File: config.mk
export PLATFORM = sky130hd
export DESIGN_NAME = dma_hs_engine
export DESIGN_NICKNAME = d
export VERILOG_FILES = /design/src/rtl/dma_hs_pkg.sv /design/src/rtl/dma_hs_strobe.sv /design/src/rtl/dma_hs_lanes.sv /design/src/rtl/dma_hs_engine.sv
export SDC_FILE = /design/constraint.sdc
export NUM_CORES = 1
export LEC_CHECK = 0
export BUFFER_PORTS_ARGS = -buffer_cell sky130_fd_sc_hd__buf_2
export CORE_ASPECT_RATIO = 0.9
export CORE_MARGIN = 2
export CORE_UTILIZATION = 55
export DETAILED_ROUTE_END_ITERATION = 12
export GPL_ROUTABILITY_DRIVEN = 1
export PLACE_DENSITY = 0.86
export SYNTH_ARGS = -nofsm -noshare
export SYNTH_HDL_FRONTEND = slang
export SYNTH_SLANG_ARGS = --single-unit
File: constraint.sdc
create_clock -name clk -period 3.6 [get_ports clk]
set_clock_uncertainty 0.2 [all_clocks]
set_input_delay 0.36 -clock clk [delete_from_list [all_inputs] [get_ports clk]]
set_output_delay 0.36 -clock clk [all_outputs]
set_load 0.02 [all_outputs]
File: src/rtl/dma_hs_pkg.sv
package dma_hs_pkg;

  typedef enum logic [1:0] {PIN_RD, PIN_WR, PIN_ACK, PIN_NONE} pin_e;
  typedef enum logic [1:0] {ST_IDLE, ST_ACT, ST_GAP} mst_e;

  typedef struct packed {
    logic [1:0] swap;
    logic       eot_pol;
    logic       master;
    logic       ack_pol;
    logic       req_pol;
    logic       wr_pol;
    logic       rd_pol;
  } hw_cfg_t;

  // pin that paces bus-to-device data
  function automatic pin_e in_pin_of(input logic [1:0] mode, input logic master);
    case (mode)
      2'd0:    return master ? PIN_RD : PIN_WR;
      2'd1:    return master ? PIN_RD : PIN_ACK;
      2'd2:    return PIN_ACK;
      default: return PIN_NONE;
    endcase
  endfunction

  // pin that paces device-to-bus data
  function automatic pin_e out_pin_of(input logic [1:0] mode, input logic master);
    case (mode)
      2'd0:    return master ? PIN_WR : PIN_RD;
      2'd1:    return master ? PIN_ACK : PIN_RD;
      2'd2:    return PIN_ACK;
      default: return PIN_NONE;
    endcase
  endfunction

endpackage

File: src/rtl/dma_hs_strobe.sv
module dma_hs_strobe import dma_hs_pkg::*; #(
  parameter int STRB_CYC = 2,
  parameter int BUS_W    = 16
) (
  input  logic             clk,
  input  logic             rst_n,
  input  logic             master,
  input  logic             go,
  input  logic             sel_act,
  input  logic [BUS_W-1:0] bus_din,
  output logic             s_act,
  output logic             ev,
  output logic [BUS_W-1:0] cap_data
);

  localparam int CW = (STRB_CYC > 2) ? $clog2(STRB_CYC) : 1;
  localparam logic [CW-1:0] LAST = CW'(STRB_CYC - 1);

  mst_e             st, st_n;
  logic [CW-1:0]    cnt, cnt_n;
  logic             stb_q, stb_n;
  logic [BUS_W-1:0] din_lat, din_n;
  logic             m_stb;

  always_comb begin
    st_n  = st;
    cnt_n = cnt;
    case (st)
      ST_IDLE: if (go) begin
        st_n  = ST_ACT;
        cnt_n = '0;
      end
      ST_ACT: if (cnt == LAST) st_n = ST_GAP;
              else cnt_n = cnt + 1'b1;
      default: st_n = ST_IDLE;
    endcase
    if (!master) st_n = ST_IDLE;
    stb_n = !master && sel_act;
    din_n = sel_act ? bus_din : din_lat;
  end

  always_ff @(posedge clk or negedge rst_n) begin
    if (!rst_n) begin
      st      <= ST_IDLE;
      cnt     <= '0;
      stb_q   <= 1'b0;
      din_lat <= '0;
    end else begin
      st      <= st_n;
      cnt     <= cnt_n;
      stb_q   <= stb_n;
      din_lat <= din_n;
    end
  end

  assign m_stb    = (st == ST_ACT);
  assign s_act    = master ? m_stb : sel_act;
  assign ev       = master ? (m_stb && cnt == LAST) : (stb_q && !sel_act);
  assign cap_data = master ? bus_din : din_lat;

  AST_MIN_PULSE: assert property (@(posedge clk) disable iff (!rst_n)
    $rose(m_stb) |=> m_stb);
  AST_IDLE_GAP: assert property (@(posedge clk) disable iff (!rst_n)
    $fell(m_stb) |=> !m_stb);

endmodule

File: src/rtl/dma_hs_lanes.sv
module dma_hs_lanes #(
  parameter int BUS_W = 16
) (
  input  logic             clk,
  input  logic             rst_n,
  input  logic             clr,
  input  logic             wide,
  input  logic             swap,
  input  logic             dir,
  input  logic             ev,
  input  logic [BUS_W-1:0] cap_data,
  input  logic [BUS_W-1:0] rd_data,
  input  logic             rd_valid,
  output logic [BUS_W-1:0] bus_dout,
  output logic             last_byte,
  output logic             rd_ready,
  output logic [BUS_W-1:0] wr_data,
  output logic             wr_valid
);

  localparam int BYTE_W = BUS_W / 2;

  logic              bsel, bsel_n;
  logic [BYTE_W-1:0] hold, hold_n;
  logic              wv_q, wv_n;
  logic [BUS_W-1:0]  wd_q, wd_n, word_in;
  logic              push;

  always_comb begin
    last_byte = wide | bsel;
    bsel_n    = bsel;
    if (clr) bsel_n = 1'b0;
    else if (ev && !wide) bsel_n = ~bsel;
    hold_n = hold;
    if (ev && !wide && !bsel) hold_n = cap_data[BYTE_W-1:0];
    if (wide)
      word_in = swap ? {cap_data[BYTE_W-1:0], cap_data[BUS_W-1:BYTE_W]} : cap_data;
    else
      word_in = swap ? {hold, cap_data[BYTE_W-1:0]} : {cap_data[BYTE_W-1:0], hold};
    push = ev && !dir && last_byte && !clr;
    wv_n = push;
    wd_n = push ? word_in : wd_q;
  end

  always_ff @(posedge clk or negedge rst_n) begin
    if (!rst_n) begin
      bsel <= 1'b0;
      hold <= '0;
      wv_q <= 1'b0;
      wd_q <= '0;
    end else begin
      bsel <= bsel_n;
      hold <= hold_n;
      wv_q <= wv_n;
      wd_q <= wd_n;
    end
  end

  always_comb begin
    if (wide)
      bus_dout = swap ? {rd_data[BYTE_W-1:0], rd_data[BUS_W-1:BYTE_W]} : rd_data;
    else
      bus_dout = {{BYTE_W{1'b0}},
                  (bsel ^ swap) ? rd_data[BUS_W-1:BYTE_W] : rd_data[BYTE_W-1:0]};
  end

  assign rd_ready = ev && dir && last_byte && rd_valid && !clr;
  assign wr_valid = wv_q;
  assign wr_data  = wd_q;

  AST_POP_NEEDS_DATA: assert property (@(posedge clk) disable iff (!rst_n)
    rd_ready |-> rd_valid);

endmodule

File: src/rtl/dma_hs_engine.sv
module dma_hs_engine import dma_hs_pkg::*; #(
  parameter int STRB_CYC = 2,
  parameter int BUS_W    = 16
) (
  input  logic             clk,
  input  logic             rst_n,
  input  logic [7:0]       cfg_hw,
  input  logic [1:0]       cfg_mode,
  input  logic             cfg_wide,
  input  logic             dir,
  input  logic             xfer_en,
  input  logic [BUS_W-1:0] rd_data,
  input  logic             rd_valid,
  input  logic             rd_last,
  output logic             rd_ready,
  output logic [BUS_W-1:0] wr_data,
  output logic             wr_valid,
  input  logic             wr_ready,
  output logic             dreq_o,
  input  logic             dior_i,
  input  logic             diow_i,
  input  logic             dack_i,
  output logic             dior_o,
  output logic             diow_o,
  output logic             dack_o,
  output logic             strb_oe,
  output logic             eot_o,
  input  logic [BUS_W-1:0] bus_din,
  output logic [BUS_W-1:0] bus_dout,
  output logic             bus_oe,
  output logic             err_o
);

  hw_cfg_t          cfg;
  pin_e             sel_pin;
  logic             bad_cfg, req_act, pin_hit, sel_act, go;
  logic             s_act, ev, last_byte, drive_act, eot_act;
  logic [BUS_W-1:0] cap_data;

  assign cfg     = hw_cfg_t'(cfg_hw);
  assign bad_cfg = (cfg_mode == 2'd3) || (cfg_mode == 2'd2 && !cfg_wide);
  assign sel_pin = dir ? out_pin_of(cfg_mode, cfg.master) : in_pin_of(cfg_mode, cfg.master);
  assign req_act = xfer_en && !bad_cfg && (dir ? rd_valid : wr_ready);

  always_comb begin
    case (sel_pin)
      PIN_RD:  pin_hit = (dior_i == cfg.rd_pol);
      PIN_WR:  pin_hit = (diow_i == cfg.wr_pol);
      PIN_ACK: pin_hit = (dack_i == cfg.ack_pol);
      default: pin_hit = 1'b0;
    endcase
  end

  assign sel_act = !cfg.master && xfer_en && !bad_cfg && pin_hit;
  assign go      = cfg.master && req_act;

  dma_hs_strobe #(.STRB_CYC(STRB_CYC), .BUS_W(BUS_W)) u_strobe (
    .clk(clk), .rst_n(rst_n), .master(cfg.master), .go(go), .sel_act(sel_act),
    .bus_din(bus_din), .s_act(s_act), .ev(ev), .cap_data(cap_data)
  );

  dma_hs_lanes #(.BUS_W(BUS_W)) u_lanes (
    .clk(clk), .rst_n(rst_n), .clr(!xfer_en), .wide(cfg_wide), .swap(|cfg.swap),
    .dir(dir), .ev(ev), .cap_data(cap_data), .rd_data(rd_data), .rd_valid(rd_valid),
    .bus_dout(bus_dout), .last_byte(last_byte), .rd_ready(rd_ready),
    .wr_data(wr_data), .wr_valid(wr_valid)
  );

  assign drive_act = cfg.master && s_act;
  assign dior_o    = (drive_act && sel_pin == PIN_RD)  ? cfg.rd_pol  : ~cfg.rd_pol;
  assign diow_o    = (drive_act && sel_pin == PIN_WR)  ? cfg.wr_pol  : ~cfg.wr_pol;
  assign dack_o    = (drive_act && sel_pin == PIN_ACK) ? cfg.ack_pol : ~cfg.ack_pol;
  assign strb_oe   = cfg.master;
  assign dreq_o    = req_act ? cfg.req_pol : ~cfg.req_pol;
  assign eot_act   = s_act && dir && rd_valid && rd_last && last_byte;
  assign eot_o     = eot_act ? cfg.eot_pol : ~cfg.eot_pol;
  assign bus_oe    = s_act && dir;
  assign err_o     = bad_cfg;

  AST_ERR_NO_REQ: assert property (@(posedge clk) disable iff (!rst_n)
    err_o |-> (dreq_o == ~cfg.req_pol) && !bus_oe && !wr_valid);
  AST_OE_WITH_STROBE: assert property (@(posedge clk) disable iff (!rst_n)
    (bus_oe && cfg.master) |->
      ((dior_o == cfg.rd_pol) || (diow_o == cfg.wr_pol) || (dack_o == cfg.ack_pol)));
  AST_EOT_IN_STROBE: assert property (@(posedge clk) disable iff (!rst_n)
    (eot_o == cfg.eot_pol) |-> bus_oe);
  AST_REQ_NEEDS_DATA: assert property (@(posedge clk) disable iff (!rst_n)
    ((dreq_o == cfg.req_pol) && dir) |-> rd_valid);

endmodule

## After elaboration in Yosys (flattened, before gate mapping)

Index checks and enable logic that the tools add are counted.

- Magnitude comparators: 0
- Shift operators: 0
- Add/sub/neg operators: 1
- Reductions and logical operators: 41
- Divide/modulo/power cells: 0
- Multipliers: 0
- Bitwise operators: 8
- Eq/ne operators: 13
- Muxes and demuxes: 32

Operator list:

| cell | count |
|---|---|
| $mux 16 | 6 |
| $logic_and 1x1->1 | 27 |
| $mux 1 | 14 |
| $mux 2 | 6 |
| $pmux 2 s3 | 2 |
| $mux 8 | 1 |
| $eq 2x1->1 const B | 3 |
| $eq 2x2->1 const B | 3 |
| $logic_not 1->1 | 6 |
| $logic_not 2->1 | 3 |
| $not 1->1 | 6 |
| $pmux 2 s2 | 1 |
| $reduce_and 2->1 | 2 |
| $eq 1x1->1 | 3 |
| $ne 3x2->1 const B | 1 |
| $ne 3x3->1 const B | 1 |
| $pmux 1 s3 | 1 |
| $ne 2x1->1 const B | 1 |
| $ne 2x2->1 const B | 1 |
| $pmux 1 s2 | 1 |
| $reduce_bool 2->1 | 1 |
| $reduce_or 2->1 | 1 |
| $add 1x1->1 const B | 1 |
| $logic_or 1x1->1 | 1 |
| 2 further kinds | 2 |

- Register bits after elaboration: 46
- Memory bits (read-only): 0
- Memories: 0
- RAM bits: 0
- Output and inout port bits: 42
- Word-level logic and storage cells: 103
- Bits in latches: 0
- Input bits: 53

## Logic depth before layout (Yosys ltp)

- Depth in word-level cells: 13
- Depth in mapped cells: 9
- Gate-level depth less buffers: 8

## Cells and area by module

A second synthesis with hierarchy kept.

- Cell total of the unflattened synthesis: 250
- Area, all modules: 3,105.5 um^2

By module, submodules not included:

| module | area each (um^2) | times used | cells an instance |
|---|---|---|---|
| dma_hs_lanes | 1,764.2 | 1 | 143 |
| dma_hs_strobe | 1,026.0 | 1 | 68 |
| dma_hs_engine | 315.3 | 1 | 39 |

## Worst setup path before layout

Ideal clock, no wire load.

- Kind: input-to-output
- From: input cfg_mode[0]
- To: output eot_o
- Stages on the path: 8
- Arrival: 2.107 ns
- Required time: 3.040 ns
- Setup slack: 0.933 ns
- Cell sequence: inv_1 ha_1 nor2b_1 a21o_2 mux2i_1 a2111oi_4 o211ai_1 xor2_1

- Cells in the longest elaborated chain, start to end: 12
- Elaborated cells between the ends (all ways): 22
- Classes of those cells: 5 x eq/ne; 6 x mux; 11 x reduce/logical

RTL lines:

| what | RTL line | RTL |
|---|---|---|
| from (decl) | dma_hs_engine.sv:8 | `input logic [1:0] cfg_mode,` |
| $eq 2x2->1, or another cell as far along | dma_hs_pkg.sv:18, dma_hs_pkg.sv:28, dma_hs_engine.sv:41 |  |
| $pmux 2 s3, or another cell as far along | dma_hs_pkg.sv:18 | `case (mode)` |
| $mux 2 or $logic_or 1x1->1 (tied branches) | dma_hs_engine.sv:42, dma_hs_engine.sv:41 |  |
| $eq 2x2->1, or another cell as far along | dma_hs_engine.sv:46 | `case (sel_pin)` |
| $pmux 1 s3 or $logic_and 1x1->1 (tied branches) | dma_hs_engine.sv:46, dma_hs_engine.sv:54 |  |
| $logic_and 1x1->1 * | dma_hs_engine.sv:54 | `assign sel_act = !cfg.master && xfer_en && !bad_cfg && pin_hit;` |
| $mux 1 * | dma_hs_strobe.sv:57 | `assign s_act = master ? m_stb : sel_act;` |
| $logic_and 1x1->1 * (4 in series) | dma_hs_engine.sv:75 | `assign eot_act = s_act && dir && rd_valid && rd_last && last_byte;` |
| $mux 1 * | dma_hs_engine.sv:76 | `assign eot_o = eot_act ? cfg.eot_pol : ~cfg.eot_pol;` |
| to (decl) | dma_hs_engine.sv:27 | `output logic eot_o,` |

Mark *: on every way between the ends. The rest lies on a longest branch, timed or not.

## Final worst setup path

Ends and elaborated chain as after synthesis.

==> flow_summary.ini <==
[clock_tree]
postCtsResizedCells = 0
cts_buffer_depth = 2
clk-insertion-delay-late_ns = 0.30
ctsHtreeMaxLevel = 2
post_cts_buffers = 0
root_buffer = clkbuf_8
tritoncts_num_sinks = 46
cts_tree = built
hold_buffers = 0
clkSlewWorstSetupHoldPaths_ns = 0.09
cts_buffers = 5

[sta]
unrepaired_setup_endpoints_after_global_routing = false
hold_viol = 0
tightest_slew_ns = 1.04
finalSetupViolCount = 0
timing.hold.ws_ns = 0.00764
maxClockFrequency_mhz = 318
setup_total_negative_slack_ns = 0
finalWorstPathRequiredPeriod_ns = 3.14
timing.final.crit_share_pct = 87.2
final-max-slew-violation-count = 0
timing.slew.headroom_pct = 30.6

[drt]
number_of_vias_per_cell = 5.59
drt_pass1_iterations = 4
drc = 0
route.vias.total = 2498
finalWirelength_um = 6580
wire_per_inst_um = 14.7
drt_iter0_drc = 116
drtAntennaViolNets = 0

[synth]
post_synth_main_area_contributors = dfrtp_1 (39%), mux2_2 (15%), o21ai_0 (6.2%)
area_of_the_mapped_netlist_mm2 = 0.00293
synthesis.area_per_instance_um2 = 9.95
ys_seq_area_share_pct = 39.3
synth_fp_nets = 351
asyncSetResetFlopFracSynth_pct = 100
synth_edf_count = 0
ys_types = 34
ys.warnings.count = 0
synthFlopType = dfrtp_1
synth_largest_type_area_fraction_pct = 39.3
post-synth-top-area-cell = dfrtp_1
synth_seq_cells = 46
synthCells = 294
netlist_top_cells_count = dfrtp_1 (46), mux2_2 (40), o21ai_0 (36), nand2_1 (35)
synth.most_common_cell = dfrtp_1

[global_routing]
grt_antenna_before_repair = 0
grt.overflow.total = 0
grt_start_max_net_pins = 47
grtUsageTotal_pct = 23.1
grt_pass1_wl_um = 10700
grt_pass1_vias = 2318

[worst_setup_path]
worst_setup_path_end_kind = output port
slowest_stage = a2111oi_4
cp.arrival_ns = 2.58
criticalPathCategory = in2out
crit_top_cell = buf_2
worstPathCellList = buf_2 > inv_1 > ha_1 > nor2b_1 > a21o_2 > mux2i_1 > a2111oi_4 > buf_4 > o211ai_1 > xor2_1 > buf_2
timing.critical_path.max_delay_family = compound AO/OA/AOI/OAI gates
critPathRequiredTime_ns = 3.04
reg2reg_setup_slack_ns = 1.16
max_stage_delay_ns = 0.42
buf_inv_stages_crit_path = 4
crit_path_start_kind = primary input
path_max_fanout = 23

[hold_path]
timing.hold.worst.class = in2async

[floorplanning]
design.portCount = 95
initial_cell_density_of_the_core_pct = 56.3
die_y_um = 73.2
die_area_mm2 = 0.00592
die_width_um = 80.9
row_count = 25
fp.coreArea_mm2 = 0.00519

[power]
worst_ir_drop_vdd_uv = 302
p_per_area_mw_per_mm2 = 522
cellLeakagePower_uw = 0.00180

[cells_and_area]
syn2layout_area_growth_pct = 21.6
layout.nets = 436
filler_instances = 403
num_antenna_cells = 0
layout-drive-gt1-share_pct = 42.9

[job]
timing.max_cap.violations = 0

[placement]
routabilityCongestion = 0.777
place_hpwl_um = 4820
placement.io_buffers = 94

[outcome]
outcome = complete, no violations
[per-stage QoR]
stage	util [%]	setup WS, ns	cell area (µm²)	std cells	total power, µW
2_1_floorplan	-	0.933	2930	294	1190
3_3_place_gp	65.7	0.541	3410	439	1350
3_5_place_dp	65.7	0.455	3410	439	1390
4_1_cts	68.5	0.452	3560	447	1870
5_1_grt	68.5	0.230	3560	447	1970
6_report	68.5	0.460	3560	447	1860
[worst paths after layout]
kind / from / endpoint / cells past startpoint
max: cfg_mode[0] / eot_o / 11
max reg2reg: u_strobe.st[1] / u_lanes.wr_data[0] / 6
min in group clk: bus_din[8] / u_strobe.din_lat[8] / 2
max in group asynchronous: rst_n / u_lanes.bsel / 1
min reg2reg: u_strobe.st[1] / u_strobe.cnt / 1
min: rst_n / u_strobe.din_lat[1] / 1
[state kept, by name, summed over array words and instances, names as in the netlist]
register,flops
u_strobe.cnt,1
u_strobe.st,2
u_lanes.wr_data,16
u_strobe.stb_q,1
u_lanes.hold,8
u_lanes.wr_valid,1
u_strobe.din_lat,16
u_lanes.bsel,1
[power by group]
group,switching [µW],internal [µW],leakage (µW)
clock,172,296,0.0000714
combinational,332,285,0.00116
sequential,91.8,678,0.000574
total,596,1260,0.00180
[layout by cell type (no fill, tap or decap), types with 7 or more instances in the layout]
| cell | n |
|---|---|
| a21oi_1 | 11 |
| mux2_4 | 9 |
| o211ai_1 | 17 |
| mux2_2 | 40 |
| buf_2 | 94 |
| dfrtp_1 | 46 |
| mux2i_1 | 17 |
| nand3_1 | 8 |
| o21ai_0 | 36 |
| inv_1 | 14 |
| nand2_1 | 35 |
| nor2_1 | 7 |
[cell type report]
cell class / instances / area [µm²] / share of cell area (%)
Sequential cell: 46 / 1150 / 32.4
Multi-Input combinational cell: 213 / 1620 / 45.6
Timing Repair Buffer: 98 / 500 / 14.1
Clock inverter: 2 / 60.1 / 1.69
Clock buffer: 6 / 82.6 / 2.32
Tap cell: 67 / 83.8 / 2.36
Inverter: 15 / 56.3 / 1.58
[cells by family after synthesis]
| logic type | synth area share [%] |
|---|---|
| mux | 25.8 |
| simple gates | 9.03 |
| buf+inv | 5.30 |
| xor+xnor | 3.25 |
| flops | 39.3 |
| compound gates | 15.5 |
| fa+ha+maj | 1.71 |
[metal layers]
metal  GRT usage (%)  vias up  routed length [µm]
met1            31.9     1207                2930
li1                -     1207                   -
met2            37.2       79                3260
met4            6.97        0                  51
met3            4.21        5                 334
met5               0        -                   0
Note: power is estimated with default switching activity, not from simulation.
